### src/rtl/tls_pkg.sv
package tls_pkg;
    typedef enum logic [1:0] {
        ST_IDLE = 2'd0,
        ST_SCAN = 2'd1,
        ST_HOLD = 2'd2,
        ST_GAP  = 2'd3
    } scan_state_t;
endpackage

### src/rtl/tls_ctl_reg.sv
module tls_ctl_reg #(
    parameter int NLINES  = 4,
    parameter int DW      = 16,
    parameter int EN_LSB  = 0,
    parameter int DTR_LSB = 8
) (
    input  logic              clk,
    input  logic              rst_n,
    input  logic              soft_clr,
    input  logic              wr_lo,
    input  logic              wr_hi,
    input  logic [DW-1:0]     wdata,
    output logic [NLINES-1:0] line_en,
    output logic [NLINES-1:0] dtr
);
    always_ff @(posedge clk or negedge rst_n) begin
        if (!rst_n) begin
            line_en <= '0;
        end else if (soft_clr) begin
            line_en <= '0;
        end else if (wr_lo) begin
            line_en <= wdata[EN_LSB +: NLINES];
        end
    end

    // terminal-ready survives the software clear
    always_ff @(posedge clk or negedge rst_n) begin
        if (!rst_n) begin
            dtr <= '0;
        end else if (wr_hi) begin
            dtr <= wdata[DTR_LSB +: NLINES];
        end
    end


    en_keep_chk: assert property (@(posedge clk) disable iff (!rst_n)
        (!wr_lo && !soft_clr) |=> $stable(line_en));

    dtr_keep_chk: assert property (@(posedge clk) disable iff (!rst_n)
        !wr_hi |=> $stable(dtr));

    clr_en_chk: assert property (@(posedge clk) disable iff (!rst_n)
        soft_clr |=> (line_en == '0));
endmodule

### src/rtl/tls_prio.sv
module tls_prio #(
    parameter int NLINES = 4,
    parameter int LW     = $clog2(NLINES)
) (
    input  logic [NLINES-1:0] mask,
    output logic              any,
    output logic [LW-1:0]     idx
);
    // ascending sweep: the last hit, i.e. the highest line, wins
    always_comb begin
        any = 1'b0;
        idx = '0;
        for (int i = 0; i < NLINES; i++) begin
            if (mask[i]) begin
                any = 1'b1;
                idx = LW'(i);
            end
        end
    end
endmodule

### src/rtl/tx_line_scanner.sv
module tx_line_scanner
    import tls_pkg::*;
#(
    parameter int NLINES     = 4,
    parameter int RESUME_GAP = 2,
    parameter int DW         = 16,
    localparam int LW        = $clog2(NLINES),
    localparam int GCW       = $clog2(RESUME_GAP + 1)
) (
    input  logic              clk,
    input  logic              rst_n,
    input  logic              soft_clr,
    input  logic              mse,
    input  logic              tie,
    input  logic              ctl_wr_lo,
    input  logic              ctl_wr_hi,
    input  logic [DW-1:0]     ctl_wdata,
    output logic [DW-1:0]     ctl_rdata,
    input  logic [NLINES-1:0] tbuf_empty,
    input  logic              tbuf_wr,
    output logic [NLINES-1:0] tx_load,
    output logic              trdy,
    output logic [LW-1:0]     tline,
    output logic              irq,
    output logic [NLINES-1:0] dtr
);
    localparam int EN_LSB  = 0;
    localparam int DTR_LSB = 8;

    logic [NLINES-1:0] line_en;
    logic [NLINES-1:0] elig;
    logic              any;
    logic [LW-1:0]     pick;

    scan_state_t       state_q, state_d;
    logic [LW-1:0]     line_q, line_d;
    logic [GCW-1:0]    cnt_q, cnt_d;

    tls_ctl_reg #(
        .NLINES(NLINES), .DW(DW), .EN_LSB(EN_LSB), .DTR_LSB(DTR_LSB)
    ) u_reg (
        .clk(clk), .rst_n(rst_n), .soft_clr(soft_clr),
        .wr_lo(ctl_wr_lo), .wr_hi(ctl_wr_hi), .wdata(ctl_wdata),
        .line_en(line_en), .dtr(dtr)
    );

    assign elig = line_en & tbuf_empty;

    tls_prio #(.NLINES(NLINES), .LW(LW)) u_prio (
        .mask(elig), .any(any), .idx(pick)
    );

    // next-state process
    always_comb begin
        state_d = state_q;
        line_d  = line_q;
        cnt_d   = cnt_q;
        if (soft_clr || !mse) begin
            state_d = ST_IDLE;
        end else begin
            unique case (state_q)
                ST_IDLE: state_d = ST_SCAN;
                ST_SCAN: begin
                    if (any) begin
                        state_d = ST_HOLD;
                        line_d  = pick;
                    end
                end
                ST_HOLD: begin
                    if (tbuf_wr || !line_en[line_q]) begin
                        state_d = ST_GAP;
                        cnt_d   = GCW'(RESUME_GAP - 1);
                    end
                end
                ST_GAP: begin
                    if (cnt_q == '0) begin
                        if (any) begin
                            state_d = ST_HOLD;
                            line_d  = pick;
                        end else begin
                            state_d = ST_SCAN;
                        end
                    end else begin
                        cnt_d = cnt_q - 1'b1;
                    end
                end
            endcase
        end
    end

    // state register process
    always_ff @(posedge clk or negedge rst_n) begin
        if (!rst_n) begin
            state_q <= ST_IDLE;
            line_q  <= '0;
            cnt_q   <= '0;
        end else begin
            state_q <= state_d;
            line_q  <= line_d;
            cnt_q   <= cnt_d;
        end
    end

    // output process
    always_comb begin
        trdy  = (state_q == ST_HOLD);
        irq   = trdy && tie;
        tline = line_q;
        ctl_rdata = '0;
        ctl_rdata[EN_LSB  +: NLINES] = line_en;
        ctl_rdata[DTR_LSB +: NLINES] = dtr;
    end

    for (genvar g = 0; g < NLINES; g++) begin : g_load
        assign tx_load[g] = trdy && tbuf_wr && (line_q == LW'(g));
    end


    pick_chk: assert property (@(posedge clk) disable iff (!rst_n)
        (state_q == ST_SCAN && mse && !soft_clr && any) |=> (trdy && tline == $past(pick)));

    prio_hit_chk: assert property (@(posedge clk) disable iff (!rst_n)
        any |-> elig[pick]);

    hold_chk: assert property (@(posedge clk) disable iff (!rst_n)
        (trdy && !tbuf_wr && line_en[tline] && mse && !soft_clr) |=> (trdy && $stable(tline)));

    load_chk: assert property (@(posedge clk) disable iff (!rst_n)
        (tx_load != '0) |-> (trdy && tbuf_wr && $onehot0(tx_load)));

    drop_chk: assert property (@(posedge clk) disable iff (!rst_n)
        (trdy && tbuf_wr) |=> !trdy);

    gap_chk: assert property (@(posedge clk) disable iff (!rst_n)
        (state_q == ST_GAP && cnt_q != '0) |=> !trdy);

    mse_chk: assert property (@(posedge clk) disable iff (!rst_n)
        !mse |=> !trdy);
endmodule

### config.mk
export PLATFORM = sky130hd
export DESIGN_NAME = tx_line_scanner
export DESIGN_NICKNAME = d
export VERILOG_FILES = /design/src/rtl/tls_pkg.sv /design/src/rtl/tls_ctl_reg.sv /design/src/rtl/tls_prio.sv /design/src/rtl/tx_line_scanner.sv
export SDC_FILE = /design/constraint.sdc
export NUM_CORES = 1
export LEC_CHECK = 0
export ABC_AREA = 1
export BUFFER_PORTS_ARGS = -buffer_cell sky130_fd_sc_hd__buf_2
export CAP_MARGIN = 5
export CORE_AREA = 2 2 53 55
export DETAILED_ROUTE_END_ITERATION = 10
export DIE_AREA = 0 0 55 57
export GPL_ROUTABILITY_DRIVEN = 0
export MAX_ROUTING_LAYER = met4
export PLACE_DENSITY = 0.81
export SETUP_SLACK_MARGIN = 0.05
export SKIP_LAST_GASP = 1
export SLEW_MARGIN = 20
export SYNTH_ARGS = -nofsm -noshare
export SYNTH_HDL_FRONTEND = slang
export SYNTH_SLANG_ARGS = --single-unit
### constraint.sdc
create_clock -name clk -period 1.4 [get_ports clk]
set_clock_uncertainty 0.15 [all_clocks]
set_input_delay 0.28 -clock clk [delete_from_list [all_inputs] [get_ports clk]]
set_output_delay 0.28 -clock clk [all_outputs]
set_load 0.02 [all_outputs]
==> flow_summary.json <==
{
  "rsz0062_at_grt": "true",
  "clkTransAtPathRegs_ns": 0.08,
  "synthCells": 112,
  "grt-ovfl-total": 0,
  "crit_fanout": 4,
  "cpPeakStageDelay_ns": 0.38,
  "synth_area_leader_cell": "dfrtp_1",
  "final.min_clock_period_ns": 1.64,
  "avgViaCountPerCell": 4.39,
  "synth-seq-cells": 14,
  "placed_cell_area_um2": 1150,
  "root_buffer": "clkbuf_4",
  "cap_violations": 0,
  "synth_top_area_frac": 0.405,
  "gr-usage-all-layers": 0.141,
  "core_region_area_um2": 2620,
  "finalHoldViolations": 0,
  "numCtsBuffers": 3,
  "pin_count": 56,
  "fin_crit_sh": 1.17,
  "yosysUniqueCellTypes": 23,
  "grt_pass1_vias": 766,
  "firstDrtPassIters": 4,
  "cts.path.max_buffers": 2,
  "utilization": 0.502,
  "layout_commonest_cell": "buf_2",
  "n_antenna_cell": 0,
  "die_w_um": 55,
  "setup_ws_ns": -0.235,
  "die_y_um": 57,
  "status": "finished with violations",
  "mostFrequentLayoutCells": "31 x buf_2, 28 x nand2_1, 11 x dfrtp_1, 10 x inv_1, 10 x buf_6",
  "crit_path_cell_trace": "inv_1 -> nand2_2 -> inv_4 -> nand2_8 -> nor3_4 -> buf_6",
  "synth_area_um2": 865,
  "drt-total-wl_mm": 2.03,
  "avgSynthCellArea_um2": 7.72,
  "portBuffers": 39,
  "grt_pass1_wl_mm": 3.25,
  "ant_nets": 0,
  "areaGrowthSynthToFinish_pct": 52.0,
  "drv_slew": 0,
  "synth_warnings": 0,
  "grt_max_degree": 15,
  "start_util": 0.331,
  "hold_path_class": "input pin to register",
  "cts.sinks": 14,
  "critPathSlowestCell": "dfrtp_1",
  "h-tree-depth": 1,
  "die_area_um2": 3140,
  "drive_gt1_frac": 0.503,
  "endpoint_kind": "primary output",
  "ys_seq_area_frac": 0.405,
  "leakage_nw": 0.680,
  "critical_path_required_ns": 0.97,
  "finalSetupViolations": 10,
  "violations": "negative setup slack",
  "hpwl_mm": 1.46,
  "drt-initial-drc-count": 11,
  "synth_area_leaders": "dfrtp_1 41%, nand2_1 13%, buf_4 10%, inv_1 5.6%, mux2_2 5.2%",
  "fin_setup_tns_ns": -1.39,
  "pwr_density_cell_nw_per_um2": 1050,
  "max_freq_mhz": 612,
  "fin_area_um2": 1310,
  "cts_tree": "yes",
  "placementRows": 19,
  "wl_per_cell_um": 10.7,
  "peakVddDrop_uv": 757,
  "antenna_found_initial": 0,
  "drc": 0,
  "critical_path_class": "register to primary output",
  "start_kind": "register",
  "cp.arrival_ns": 1.21,
  "vias": 835,
  "clock_latency_ns": 0.27,
  "fin_nets": 190
}
cells in the mapped netlist, drive strengths merged:
cell / count
a211oi: 1
a21oi: 1
buf: 12
clkinv: 1
conb: 1
dfrtp: 14
ha: 1
inv: 15
mux2: 4
nand2: 33
nand3: 7
nand4: 1
nor2: 5
nor3: 6
o21ai: 8
o41ai: 1
or2: 1
kinds of logic (layout without fill, tap and decap cells):
kind of cell | Yosys count | in the layout | synth area share
compound gates | 11 | 11 | 0.0709
buf+inv | 28 | 68 | 0.175
simple gates | 53 | 53 | 0.278
other cells | 1 | 8 | 0.00434
flops | 14 | 14 | 0.405
mux | 4 | 4 | 0.0521
fa+ha+maj | 1 | 1 | 0.0145
critical path: cells and delay by family (launching register included):
kind          cells  cell delay [ns]
buf+inv           3             0.28
simple gates      3             0.26
flops             1             0.38
cell type report:
type / instances / area (µm²)
repair buffers: 49 / 330
flip-flops and latches: 14 / 354
inverters: 16 / 66.3
multi-input cells: 77 / 502
fillers: 259 / 1300
well taps: 31 / 38.8
clock buffers: 3 / 22.5
per-layer routing:
metal	up-vias	GRT usage	share of wire	routed length, µm
met5	-	-	0	0
met4	0	0.0418	0.0064	13
met3	2	0.0157	0.035	70
met2	27	0.235	0.54	1100
met1	371	0.178	0.41	840
li1	435	-	-	-
report_power, final:
part / total [mW] / switching, mW / internal [mW] / leakage [nW]
Sequential: 0.517 / 0.0487 / 0.468 / 0.171
Combinational: 0.643 / 0.372 / 0.270 / 0.495
Clock: 0.224 / 0.125 / 0.0994 / 0.0138
Total: 1.38 / 0.546 / 0.838 / 0.680
final timing paths:
kind,startpoint,slack (ns),end,depth (start not counted)
worst max register to register,tline[0]$_DFFE_PN0P_,-0.07,state_q[0]$_DFFE_PN0P_,11
worst max-delay path,state_q[0]$_DFFE_PN0P_,-0.24,tx_load[3],6
worst min-delay path,ctl_wdata[10],0.09,u_reg.dtr[2]$_DFFE_PN0P_,2
worst min register to register,u_reg.dtr[0]$_DFFE_PN0P_,0.38,u_reg.dtr[0]$_DFFE_PN0P_,1
max in group asynchronous,rst_n,0.58,u_reg.line_en[1]$_DFFE_PN0P_,2
min in group asynchronous,rst_n,0.26,u_reg.dtr[3]$_DFFE_PN0P_,2
registers in the layout (all words and copies together), names as in the netlist:
name,flops
u_reg.line_en,4
state_q,2
u_reg.dtr,4
cnt_q,2
tline,2
through the flow:
| stage | total power [mW] | cells | hold WS (ns) | worst slack (ns) |
|---|---|---|---|---|
| after floorplan | 0.854 | 119 | -0.166 | -0.0466 |
| after global placement | 1.01 | 183 | 0.0319 | 0.00539 |
| after detailed placement | 1.02 | 183 | 0.0355 | -0.0221 |
| after CTS | 1.31 | 187 | 0.0828 | -0.227 |
| after global routing | 1.49 | 190 | 0.0669 | -0.309 |
| final | 1.38 | 190 | 0.0897 | -0.235 |
what timing repair did:
item,4_1_cts,5_1_grt
endpoints found under the setup margin,13,16
hold buffers,1,0
hold endpoints to repair,14,0
pin swaps,4,2
buffers inserted,1,4
resized for setup,18,16
(Power assumes the default switching activity.)
